[src/rtl/magcmp_pkg.sv]
// Shared definitions for the cascadable magnitude comparator.
// Assumes: slices are always four bits wide; verdicts are one-hot encoded.
package magcmp_pkg;

    localparam int NIB_W = 4;

    // Three-wire verdict carried between slices.
    typedef struct packed {
        logic gt;
        logic eq;
        logic lt;
    } verdict_t;

    // Verdict fed into the least significant slice: operands so far are equal.
    localparam verdict_t SEED_VERDICT = '{gt: 1'b0, eq: 1'b1, lt: 1'b0};

endpackage

[src/rtl/nibble_order.sv]
// Orders two nibbles on their own, ignoring any other slice.
// Assumes: unsigned operands; the most significant differing bit decides.
module nibble_order
    import magcmp_pkg::*;
(
    input  logic [NIB_W-1:0] a,
    input  logic [NIB_W-1:0] b,
    output verdict_t         order
);

    // Scan from the top bit down and let the first mismatch decide.
    always_comb begin
        logic found;
        found = 1'b0;
        order = '0;
        for (int i = NIB_W - 1; i >= 0; i--) begin
            if (!found && (a[i] != b[i])) begin
                found    = 1'b1;
                order.gt = a[i];
                order.lt = b[i];
            end
        end
        order.eq = !found;
    end

endmodule

[src/rtl/cmp_slice.sv]
// One comparator slice: orders its nibble pair and merges the result with
// the verdict arriving from the less significant side.
// Assumes: cas_in is one-hot; the local order overrides it unless nibbles match.
module cmp_slice
    import magcmp_pkg::*;
(
    input  logic [NIB_W-1:0] a,
    input  logic [NIB_W-1:0] b,
    input  verdict_t         cas_in,
    output verdict_t         cas_out
);

    verdict_t local_order;

    nibble_order u_order (
        .a     (a),
        .b     (b),
        .order (local_order)
    );

    // Pass the lower verdict through only where the nibbles match.
    always_comb begin
        cas_out.gt = local_order.gt | (local_order.eq & cas_in.gt);
        cas_out.eq = local_order.eq & cas_in.eq;
        cas_out.lt = local_order.lt | (local_order.eq & cas_in.lt);
    end

endmodule

[src/rtl/mag_cmp_chain.sv]
// Unsigned magnitude comparator of WIDTH bits made from a ripple chain of
// 4-bit slices, least significant slice first.
// Assumes: WIDTH is a non-zero multiple of four (checked at elaboration).
module mag_cmp_chain
    import magcmp_pkg::*;
#(
    parameter int WIDTH = 16
) (
    input  logic [WIDTH-1:0] opa,
    input  logic [WIDTH-1:0] opb,
    output logic             a_gt_b,
    output logic             a_eq_b,
    output logic             a_lt_b
);

    localparam int NSLICE = WIDTH / NIB_W;

    // Reject widths that cannot be cut into whole nibbles.
    generate
        if ((WIDTH % NIB_W) != 0 || WIDTH < NIB_W) begin : g_bad_width
            $fatal(1, "mag_cmp_chain: WIDTH must be a non-zero multiple of 4");
        end
    endgenerate

    // chain[0] is the seed; chain[s+1] is the verdict out of slice s.
    verdict_t [NSLICE:0] chain;

    assign chain[0] = SEED_VERDICT;

    // One slice per nibble, each fed by the slice below it.
    generate
        for (genvar s = 0; s < NSLICE; s++) begin : g_slice
            cmp_slice u_slice (
                .a       (opa[s*NIB_W +: NIB_W]),
                .b       (opb[s*NIB_W +: NIB_W]),
                .cas_in  (chain[s]),
                .cas_out (chain[s+1])
            );
        end
    endgenerate

    // Final verdict comes from the most significant slice.
    always_comb begin
        a_gt_b = chain[NSLICE].gt;
        a_eq_b = chain[NSLICE].eq;
        a_lt_b = chain[NSLICE].lt;
    end

endmodule

[config.mk]
export PLATFORM = sky130hd
export DESIGN_NAME = mag_cmp_chain
export DESIGN_NICKNAME = d
export VERILOG_FILES = /design/src/rtl/magcmp_pkg.sv /design/src/rtl/nibble_order.sv /design/src/rtl/cmp_slice.sv /design/src/rtl/mag_cmp_chain.sv
export SDC_FILE = /design/constraint.sdc
export NUM_CORES = 1
export LEC_CHECK = 0
export BUFFER_PORTS_ARGS = -buffer_cell sky130_fd_sc_hd__buf_2
export CAP_MARGIN = 20
export CORE_MARGIN = 1
export CORE_UTILIZATION = 28
export DETAILED_ROUTE_END_ITERATION = 8
export PLACE_DENSITY = 0.58
export SLEW_MARGIN = 20
export SYNTH_ARGS = -nofsm -noshare
export SYNTH_HDL_FRONTEND = slang
export SYNTH_SLANG_ARGS = --single-unit
[constraint.sdc]
create_clock -name vclk -period 1.91
set_clock_uncertainty 0.05 [all_clocks]
set_input_delay 0 -clock vclk [all_inputs]
set_output_delay 0 -clock vclk [all_outputs]
set_load 0.03 [all_outputs]
Yosys cells after proc, flatten, opt, wreduce, memory -nomap -nowiden
Index checks and enable logic that the tools add are counted.
- bits in registers: 0
- input bits: 32
- output and inout port bits: 3
- logic and storage cells: 107
- equality and inequality tests: 16
- mux-type cells: 48
- bitwise logic cells: 15
- reduce and logical (&&, ||, !) cells: 28
- operators by type and width (cell ; count):
    1-bit two-way mux ; 48
    1-bit zero test ; 16
    1-bit != test ; 16
    1-bit logical AND ; 12
    1-bit AND ; 9
    1-bit OR ; 6

Longest topological paths before layout
Gate-level depths: netlist of the first run.
- depth in word-level cells: 18
- mapped depth: 9
- depth with buffers taken out: 8

Hierarchy
From an unflattened synthesis of the first run, not the netlist that was laid out.
- cells, all modules: 138
- area, all modules: 953.4 um^2
- by module, submodules not included (module ; instances ; cells an instance ; area an instance (um^2) ; seq. area each (um^2)):
    nibble_order ; 4 ; 31 ; 214.0 ; 0.0
    cmp_slice ; 4 ; 3 ; 22.5 ; 0.0
    mag_cmp_chain ; 1 ; 2 ; 7.5 ; 0.0

Least setup slack after synthesis of the first run
OpenSTA, ideal clock, no wires.
- path type: input-to-output
- start: input opa[3]
- end: output a_gt_b
- data arrival time: 1.626 ns
- required time: 1.860 ns
- slack: 0.234 ns
- stages on the path: 8
- buffers on the path: 1
- path through: inv_1 ha_1 clkbuf_1 mux2_2 o31ai_1 a21o_1 nand4_1 a41o_1
- longest elaborated chain between the ends: 17
- elaborated cells on any way between the ends: 20
- classes of those cells: eq/ne (1); mux (7); bitwise (6); reduce/logical (6)
- ends and longest elaborated chain (what ; line ; text):
    start: declaration ; mag_cmp_chain.sv:9 ; input logic [WIDTH-1:0] opa,
    1-bit != test ; nibble_order.sv:17 ; if (!found && (a[i] != b[i])) begin
    1-bit two-way mux ; nibble_order.sv:17 ;
    1-bit zero test ; nibble_order.sv:17 ;
    1-bit logical AND ; nibble_order.sv:17 ;
    1-bit two-way mux ; nibble_order.sv:17 ;
    1-bit zero test ; nibble_order.sv:17 ;
    1-bit logical AND ; nibble_order.sv:17 ;
    1-bit two-way mux ; nibble_order.sv:17 ;
    1-bit zero test ; nibble_order.sv:17 ;
    1-bit logical AND ; nibble_order.sv:17 ;
    1-bit two-way mux (*) ; nibble_order.sv:17 ;
    1-bit AND (*) ; cmp_slice.sv:23 ; cas_out.gt = local_order.gt | (local_order.eq & cas_in.gt);
    1-bit OR (*) ; cmp_slice.sv:23 ;
    1-bit AND (*) ; cmp_slice.sv:23 ;
    1-bit OR (*) ; cmp_slice.sv:23 ;
    1-bit AND (*) ; cmp_slice.sv:23 ;
    1-bit OR (*) ; cmp_slice.sv:23 ;
    end: declaration ; mag_cmp_chain.sv:11 ; output logic a_gt_b,
Every way passes the cells marked *; elsewhere a longest branch is shown, timed or not.

Worst setup path in the final report of the first run
- start: input opa[7]
- end: output a_lt_b
- longest elaborated chain between the ends: 18
- elaborated cells on any way between the ends: 22
- classes of those cells: eq/ne (1); mux (8); bitwise (6); reduce/logical (7)
- ends and longest elaborated chain (what ; line ; text):
    1-bit != test (*) ; nibble_order.sv:17 ;
    1-bit two-way mux ; nibble_order.sv:17 ;
    1-bit zero test ; nibble_order.sv:17 ;
    1-bit logical AND ; nibble_order.sv:17 ;
    1-bit two-way mux ; nibble_order.sv:17 ;
    1-bit zero test ; nibble_order.sv:17 ;
    1-bit logical AND ; nibble_order.sv:17 ;
    1-bit two-way mux ; nibble_order.sv:17 ;
    [2 not listed] ; - ;
    1-bit two-way mux ; nibble_order.sv:17 ;
    1-bit zero test ; nibble_order.sv:23 ; order.eq = !found;
    1-bit AND ; cmp_slice.sv:25 ; cas_out.lt = local_order.lt | (local_order.eq & cas_in.lt);
    1-bit OR (*) ; cmp_slice.sv:25 ;
    1-bit AND (*) ; cmp_slice.sv:25 ;
    1-bit OR (*) ; cmp_slice.sv:25 ;
    1-bit AND (*) ; cmp_slice.sv:25 ;
    1-bit OR (*) ; cmp_slice.sv:25 ;
    end: declaration ; mag_cmp_chain.sv:13 ; output logic a_lt_b
Marks and branches as above.

==> results.ini, run 1 <==
[place]
port-buffer-count = 35
placed_insts = 195
globalplace.congestion = 0.7910
dp.final_hpwl_um = 1890
preCtsSetupSlack_ps = 73.71

[hold_path]
hold_class = in -> out

[cells_and_area]
n_sequential_cell = 0
seq_area_sq_um = 0
count_of_clock_net_buffers_in_the_final_layout = 0
nets = 206
layoutNonFillerInstCount = 195
drive_above_1_share_pct = 26.22
area_delta_synth_final_pct = 26.26
antennaDiodeCount = 0

[sta]
hold_viol = 0
total_negative_slack_ps = 0
worst_slack_ps = 137.3
layout_min_cycle_time_ps = 1773
setup_violations = 0
final_min_period_over_clock_period_pct = 92.81
rsz0062_at_grt = false
slew_viol_final = 0
max_freq_mhz = 564.1
slew_headroom_pct = 73.45
tightest_slew_ps = 398.3

[global_routing]
grt_most_used_layer = met2
grt_pass1_vias = 929
pin_count_of_the_biggest_net_entering_global_routing = 10
grt_use_met1_pct = 15.90
routing_usage_on_met2_pct = 25.29
global_route_wire_length_before_repair_um = 3567
met3_usage_pct = 0
antenna_found_initial = 0
congestion_overflow_gr = 0
gr-usage-all-layers_pct = 12.62

[floorplan]
core.rowCount = 19
core-area_sq_um = 2853
ios = 35
floorplan_die_area_sq_um = 3342
initial_core_util_pct = 30.57
die_height_um = 57.81
die_x_extent_um = 57.81

[run]
cap_viol_max_count = 0

[logic_synthesis]
sequential_share_of_the_synthesized_area_pct = 0
net_count_after_synthesis = 170
synth.distinct_cells = 42
avgSynthCellArea_sq_um = 6.708
netlist_instances = 130
netlist_area_before_placement_sq_um = 872.1
number_of_synthesis_warnings = 0

[route]
route.detailed.wl_per_inst_um = 10.90
drtPass1Iterations = 6
route.final.wire_length_um = 2126
viasPerCell = 5.349
remaining_drc_errors = 3
initialDrtViolationCount = 32
drtAntennaViolNets = 0
vias = 1043

[critical_path]
cp_max_fo = 8
crit_required_ps = 1860
worstSetupEndpointType = primary output
critical_path_class = in -> out
timing.critical_path.arrival_ps = 1720
start_kind = primary input

[pwr]
leakage_power_summed_over_all_cells_uw = 0.0005218
worst_ir_drop_vdd_mv = 0.09979
power_density_nw_per_um2 = 258.5

[cts]
hold_fix_buffers_cts = 0
post-cts-setup-buffers = 0

[outcome]
failed_checks = DRC
status = finished, violations left

## stage by stage
stage	util, %	hold WS, ps	cell area [sq um]	power [uW]
floorplan	-	340.2	872.1	185.6
finish	38.60	517.3	1101	284.6
global placement	38.07	499.3	1086	270.5
global route	38.60	546.2	1101	318.7
CTS	38.07	520.8	1086	280.7
detailed placement	38.07	520.8	1086	279.5
## final cells by class
| type | instances | area, sq um |
|---|---|---|
| fill | 311 | 1752 |
| inverter | 12 | 45.04 |
| multi-input combinational | 116 | 834.6 |
| tap | 31 | 38.79 |
| timing repair buffer | 36 | 182.7 |
## per-layer routing
layer	part of all wire (%)	wire length [um]	up-vias
met1	46	975	480
met3	3.1	65	0
met5	0	0	-
li1	-	-	541
met2	51	1086	22
met4	0	0	0
## what timing repair did
action,CTS,global route
setup endpoints to repair,0,2
resized for setup,0,3
hold endpoints to repair,0,0
## critical path: stages
cell and delay [ps]:
sky130_fd_sc_hd__buf_2 90, sky130_fd_sc_hd__inv_1 40, sky130_fd_sc_hd__ha_2 380, sky130_fd_sc_hd__nand2_1 100, sky130_fd_sc_hd__or3_1 330, sky130_fd_sc_hd__a211oi_2 210
sky130_fd_sc_hd__o221ai_1 140, sky130_fd_sc_hd__a41o_1 250, sky130_fd_sc_hd__buf_2 170
## power by group
part | internal, uW | switching (uW)
clock | 0 | 0
sequential | 0 | 0
combinational | 132 | 153
## final timing paths
path | startpoint | to | slack, ps | cells past startpoint
max | opa[7] | a_lt_b | 140 | 9
min | opa[8] | a_lt_b | 520 | 4
## cells by family (layout without fill, tap and decap cells)
family          after synthesis  after routing  share of synthesized area, %
simple gates                 60             60                         40.17
compound gates               34             34                         27.84
buf+inv                      14             48                         6.026
xor+xnor                     12             12                         12.05
fa+ha+maj                     8              8                         11.48
mux                           2              2                         2.439
## cell usage after synthesis
library cell,n,area share [%]
sky130_fd_sc_hd__inv_1,12,5.2
sky130_fd_sc_hd__nand3b_1,3,2.6
sky130_fd_sc_hd__o21a_1,2,1.7
sky130_fd_sc_hd__and2b_1,1,0.86
sky130_fd_sc_hd__o32ai_1,2,2.0
sky130_fd_sc_hd__o2111ai_1,1,1.0
sky130_fd_sc_hd__a41o_1,2,2.3
sky130_fd_sc_hd__or3_1,2,1.4
sky130_fd_sc_hd__nor2_1,8,3.4
sky130_fd_sc_hd__a21o_1,1,0.86
sky130_fd_sc_hd__nand2b_1,7,5.0
sky130_fd_sc_hd__nor4b_1,1,1.0
sky130_fd_sc_hd__nor4_1,1,0.72
sky130_fd_sc_hd__a22oi_1,4,3.4
sky130_fd_sc_hd__nor2b_1,11,7.9
sky130_fd_sc_hd__a21oi_1,5,2.9
sky130_fd_sc_hd__clkbuf_1,2,0.86
sky130_fd_sc_hd__and3_1,1,0.72
sky130_fd_sc_hd__o211ai_1,1,0.86
sky130_fd_sc_hd__o22ai_1,3,2.2
sky130_fd_sc_hd__a211oi_2,1,1.4
sky130_fd_sc_hd__nor3b_1,1,0.86
sky130_fd_sc_hd__o31ai_1,1,0.86
sky130_fd_sc_hd__or2_2,2,1.4
sky130_fd_sc_hd__xnor2_1,5,5.0
sky130_fd_sc_hd__and3b_1,1,1.0
sky130_fd_sc_hd__nand3_1,1,0.57
sky130_fd_sc_hd__mux2i_1,1,1.1
sky130_fd_sc_hd__ha_1,8,11
sky130_fd_sc_hd__xor2_1,7,7.0
sky130_fd_sc_hd__nand4_1,2,1.4
sky130_fd_sc_hd__or2b_1,1,0.86
sky130_fd_sc_hd__o221ai_1,2,2.0
sky130_fd_sc_hd__and4b_1,2,2.3
sky130_fd_sc_hd__nor3_1,2,1.1
sky130_fd_sc_hd__o21ai_0,4,2.3
sky130_fd_sc_hd__mux2_2,1,1.3
sky130_fd_sc_hd__nor4b_2,1,1.7
sky130_fd_sc_hd__a31oi_1,3,2.2
sky130_fd_sc_hd__o21bai_1,1,0.86
sky130_fd_sc_hd__nand2_1,12,5.2
sky130_fd_sc_hd__a221oi_1,1,1.0
## cells in the final DEF (no fill, tap or decap), types with 2 or more instances in the layout
master,n
sky130_fd_sc_hd__xor2_1,7
sky130_fd_sc_hd__o21a_1,2
sky130_fd_sc_hd__o22ai_1,3
sky130_fd_sc_hd__o221ai_1,2
sky130_fd_sc_hd__nor3_1,2
sky130_fd_sc_hd__inv_1,12
sky130_fd_sc_hd__and4b_1,2
sky130_fd_sc_hd__a41o_1,2
sky130_fd_sc_hd__o32ai_1,2
sky130_fd_sc_hd__nand4_1,2
sky130_fd_sc_hd__a22oi_1,4
sky130_fd_sc_hd__nor2_1,8
sky130_fd_sc_hd__nor2b_1,11
sky130_fd_sc_hd__nand3b_1,3
sky130_fd_sc_hd__a31oi_1,3
sky130_fd_sc_hd__o21ai_0,4
sky130_fd_sc_hd__or2_2,2
sky130_fd_sc_hd__xnor2_1,5
sky130_fd_sc_hd__or3_1,2
sky130_fd_sc_hd__ha_1,6
sky130_fd_sc_hd__nand2_1,12
sky130_fd_sc_hd__a21oi_1,5
sky130_fd_sc_hd__nand2b_1,7
sky130_fd_sc_hd__buf_2,35
Power figures use the tool's default switching activity.
==> inputs of run 2 (changes only) <==
--- a/constraint.sdc
+++ b/constraint.sdc
@@ -4,2 +4,2 @@
 set_output_delay 0 -clock vclk [all_outputs]
-set_load 0.03 [all_outputs]
+set_load 0.02 [all_outputs]
==> run 2 against run 1 <==
The flow still finishes with violations (DRC). Via count up 1.9%. Final area unchanged. Count of clock-buffer cells in the layout unchanged. Core utilization unchanged. Routed wire length up 3.4%. Sequential share of layout area unchanged. First-iteration DRC count up 6.3%. Combinational power down 2%.
==> results.ini, run 2 (same netlist as run 1, synthesis figures left out) <==
[outcome]
status = finished, violations left
failed_checks = DRC

[place]
globalplace.congestion = 0.8433
placed_insts = 195
port-buffer-count = 35
dp.final_hpwl_um = 1892

[critical_path]
crit_required_ps = 1860
critical_path_class = in -> out
cp_max_fo = 4
timing.critical_path.arrival_ps = 1690
worstSetupEndpointType = primary output
start_kind = primary input

[sta]
final_min_period_over_clock_period_pct = 91.17
slew_headroom_pct = 73.35
total_negative_slack_ps = 0
max_freq_mhz = 574.3
whs_ps = 476.1
hold_viol = 0
tightest_slew_ps = 399.8
layout_min_cycle_time_ps = 1741
setup_violations = 0
rsz0062_at_grt = false
slew_viol_final = 0

[pwr]
leakage_power_summed_over_all_cells_uw = 0.0005218
power_density_nw_per_um2 = 254.7
worst_ir_drop_vdd_mv = 0.09466

[route]
remaining_drc_errors = 3
vias = 1063
route.detailed.wl_per_inst_um = 11.27
drtPass1Iterations = 6
drtAntennaViolNets = 0
viasPerCell = 5.451
route.final.wire_length_um = 2198
initialDrtViolationCount = 34

[hold_path]
hold_class = in -> out

[cells_and_area]
filler_cell_count = 312
mostFrequentLayoutCell = sky130_fd_sc_hd__buf_2
area_delta_synth_final_pct = 26.26
final_cell_mix = 35 x sky130_fd_sc_hd__buf_2, 12 x sky130_fd_sc_hd__inv_1, 12 x sky130_fd_sc_hd__nand2_1, 11 x sky130_fd_sc_hd__nor2b_1, 8 x sky130_fd_sc_hd__nor2_1
final_util_pct = 38.60
count_of_clock_net_buffers_in_the_final_layout = 0
drive_above_1_share_pct = 26.22
n_sequential_cell = 0
layoutNonFillerInstCount = 195
multi_input_comb_area_sq_um = 834.6
antennaDiodeCount = 0
nets = 206
seq_area_sq_um = 0

[global_routing]
gr-usage-all-layers_pct = 12.85
global_route_wire_length_before_repair_um = 3629
congestion_overflow_gr = 0
antenna_found_initial = 0
grt_pass1_vias = 895
pin_count_of_the_biggest_net_entering_global_routing = 10

[floorplan]
die_height_um = 57.81
floorplan_die_area_sq_um = 3342
initial_core_util_pct = 30.57
core-area_sq_um = 2853
die_x_extent_um = 57.81
core.rowCount = 19
ios = 35

[cts]
post_cts.resized_instances = 0
post-cts-setup-buffers = 0
hold_fix_buffers_cts = 0

[run]
cap_viol_max_count = 0

## run 2: path summary, 6_finish.rpt
kind / slack, ps / start / endpoint / depth (start not counted)
worst min-delay path: 480 / opa[8] / a_lt_b / 4
worst max-delay path: 170 / opb[7] / a_gt_b / 10
## run 2: critical path: stages
cell,delay [ps]
sky130_fd_sc_hd__buf_2,90
sky130_fd_sc_hd__inv_1,40
sky130_fd_sc_hd__ha_1,200
sky130_fd_sc_hd__or2_2,280
sky130_fd_sc_hd__a31oi_1,230
sky130_fd_sc_hd__nor3_1,70
sky130_fd_sc_hd__o221ai_1,250
sky130_fd_sc_hd__nand4_1,130
sky130_fd_sc_hd__a41o_1,260
sky130_fd_sc_hd__buf_2,150
## run 2: report_power, final
part	total (uW)	internal (uW)	switching (uW)
logic	280	132	149
registers	0	0	0
clock network	0	0	0
## run 2: per-layer routing
layer  vias up  wire length [um]  track usage (%)
met2        33              1115            23.65
met3         0                86           0.2232
li1        543                 -                -
met4         0                 0                0
met1       487               995            17.79
met5         -                 0                0
## run 2: final cells by class
class,instances,share of cell area [%]
Tap cell,31,3.523
Inverter,12,4.091
Multi-Input combinational cell,116,75.80
Timing Repair Buffer,36,16.59
## run 2: through the flow
stage          instance area, sq um  setup slack, ps  total power (uW)
2_1_floorplan                 872.1            270.9             180.2
3_3_place_gp                   1086            125.2             265.0
3_5_place_dp                   1086            89.52             273.6
4_1_cts                        1086            87.19             275.4
5_1_grt                        1101            55.67             313.3
6_report                       1101            168.7             280.5
==> inputs of run 3 (changes only) <==
- CORE_UTILIZATION: 28 -> 52
- PLACE_DENSITY: 0.58 -> 0.92
==> run 3 against run 2 <==
The run now ends clean. Setup slack worse by 140 ps. Routed wire length is 2.0% lower. Critical path depth is 1 lower. Maximum frequency is 7.5% lower. Critical path type unchanged. Largest power group unchanged.
==> results.ini, run 3 (same netlist as run 1, synthesis figures left out) <==
[global_routing]
grt_pass1_vias = 979
gr-usage-all-layers_pct = 23.81
global_route_wire_length_before_repair_um = 3643
pin_count_of_the_biggest_net_entering_global_routing = 10
congestion_overflow_gr = 0
antenna_found_initial = 0

[floorplan]
core-area_sq_um = 1541
die_height_um = 42.95
die_x_extent_um = 42.95
core.rowCount = 14
ios = 35
floorplan_die_area_sq_um = 1845
initial_core_util_pct = 56.57

[critical_path]
crit_required_ps = 1860
timing.critical_path.arrival_ps = 1830
worstSetupEndpointType = primary output
critical_path_class = in -> out
timing.critical_path.to = a_lt_b
crit_start = opa[7]
start_kind = primary input
cp_max_fo = 8

[place]
port-buffer-count = 35
globalplace.congestion = 0.8734
dp.final_hpwl_um = 1798
placed_cell_area_sq_um = 1060
placed_insts = 179

[sta]
final_min_period_over_clock_period_pct = 98.54
max_freq_mhz = 531.3
tightest_slew_ps = 475.8
total_negative_slack_ps = 0
layout_min_cycle_time_ps = 1882
slew_headroom_pct = 68.20
rsz0062_at_grt = false
slew_viol_final = 0
hold_viol = 0
setup_violations = 0

[route]
route.detailed.wl_per_inst_um = 12.03
route.final.wire_length_um = 2154
vias = 1075
remaining_drc_errors = 0
drtPass1Iterations = 4
viasPerCell = 6.006
initialDrtViolationCount = 17
drtAntennaViolNets = 0

[cells_and_area]
drive_above_1_share_pct = 25.77
area_delta_synth_final_pct = 23.53
layoutNonFillerInstCount = 179
mostFrequentLayoutCell = sky130_fd_sc_hd__buf_2
antennaDiodeCount = 0
filler_cell_count = 149
nets = 205
design_area_sq_um = 1077
final_cell_mix = 35 x sky130_fd_sc_hd__buf_2, 12 x sky130_fd_sc_hd__inv_1, 12 x sky130_fd_sc_hd__nand2_1, 11 x sky130_fd_sc_hd__nor2b_1, 8 x sky130_fd_sc_hd__nor2_1
final_util_pct = 69.89
seq_area_sq_um = 0
count_of_clock_net_buffers_in_the_final_layout = 0
n_sequential_cell = 0
multi_input_comb_area_sq_um = 837.1

[cts]
hold_fix_buffers_cts = 0
post-cts-setup-buffers = 0

[pwr]
leakage_power_summed_over_all_cells_uw = 0.0005176
design_power_total_uw = 281.5
worst_ir_drop_vdd_mv = 0.1496
power_density_nw_per_um2 = 261.3

[hold_path]
hold_class = in -> out

[outcome]
status = finished clean

[run]
cap_viol_max_count = 0

run 3: repair_timing:
item | CTS | global route
endpoints found under the hold margin | 0 | 0
endpoints found under the setup margin | 0 | 1
gates resized for setup | 0 | 3
run 3: worst min path at each step:
stage	from	end	slack, ps	depth (start not counted)
2_1_floorplan	opa[8]	a_lt_b	280	2
3_3_place_gp	opa[8]	a_lt_b	470	4
3_5_place_dp	opa[8]	a_lt_b	470	4
4_1_cts	opa[8]	a_lt_b	470	4
5_1_grt	opa[8]	a_lt_b	490	4
6_report	opa[8]	a_lt_b	480	4
run 3: power by group:
group	internal (uW)	switching, uW	leakage [uW]
registers	0	0	0
clock network	0	0	0
logic	130	152	0.000518
total	130	152	0.000518
run 3: per-stage QoR:
step	hold WS [ps]	setup slack (ps)
2_1_floorplan	280.4	270.9
3_3_place_gp	469.5	147.3
3_5_place_dp	473.3	59.58
4_1_cts	474.5	50.97
5_1_grt	485.5	2.207
6_report	480.9	27.96
run 3: routing by layer:
metal / wire length [um] / global-route usage (%)
met3: 86 / 0.4255
met5: 0 / 0
met2: 1089 / 47.58
met4: 31 / 5.455
met1: 946 / 27.34
run 3: layout make-up:
cell class	count	share of cell area [%]
Multi-Input combinational cell	116	77.70
Timing Repair Buffer	35	16.26
Inverter	12	4.181
Tap cell	16	1.858
run 3: worst max-delay path, stage by stage:
cell                       delay, ps
sky130_fd_sc_hd__buf_2            90
sky130_fd_sc_hd__inv_1            40
sky130_fd_sc_hd__ha_1            390
sky130_fd_sc_hd__nand2_1         120
sky130_fd_sc_hd__or3_1           340
sky130_fd_sc_hd__a211oi_2        250
sky130_fd_sc_hd__o221ai_1        170
sky130_fd_sc_hd__a41o_1          270
sky130_fd_sc_hd__buf_2           150
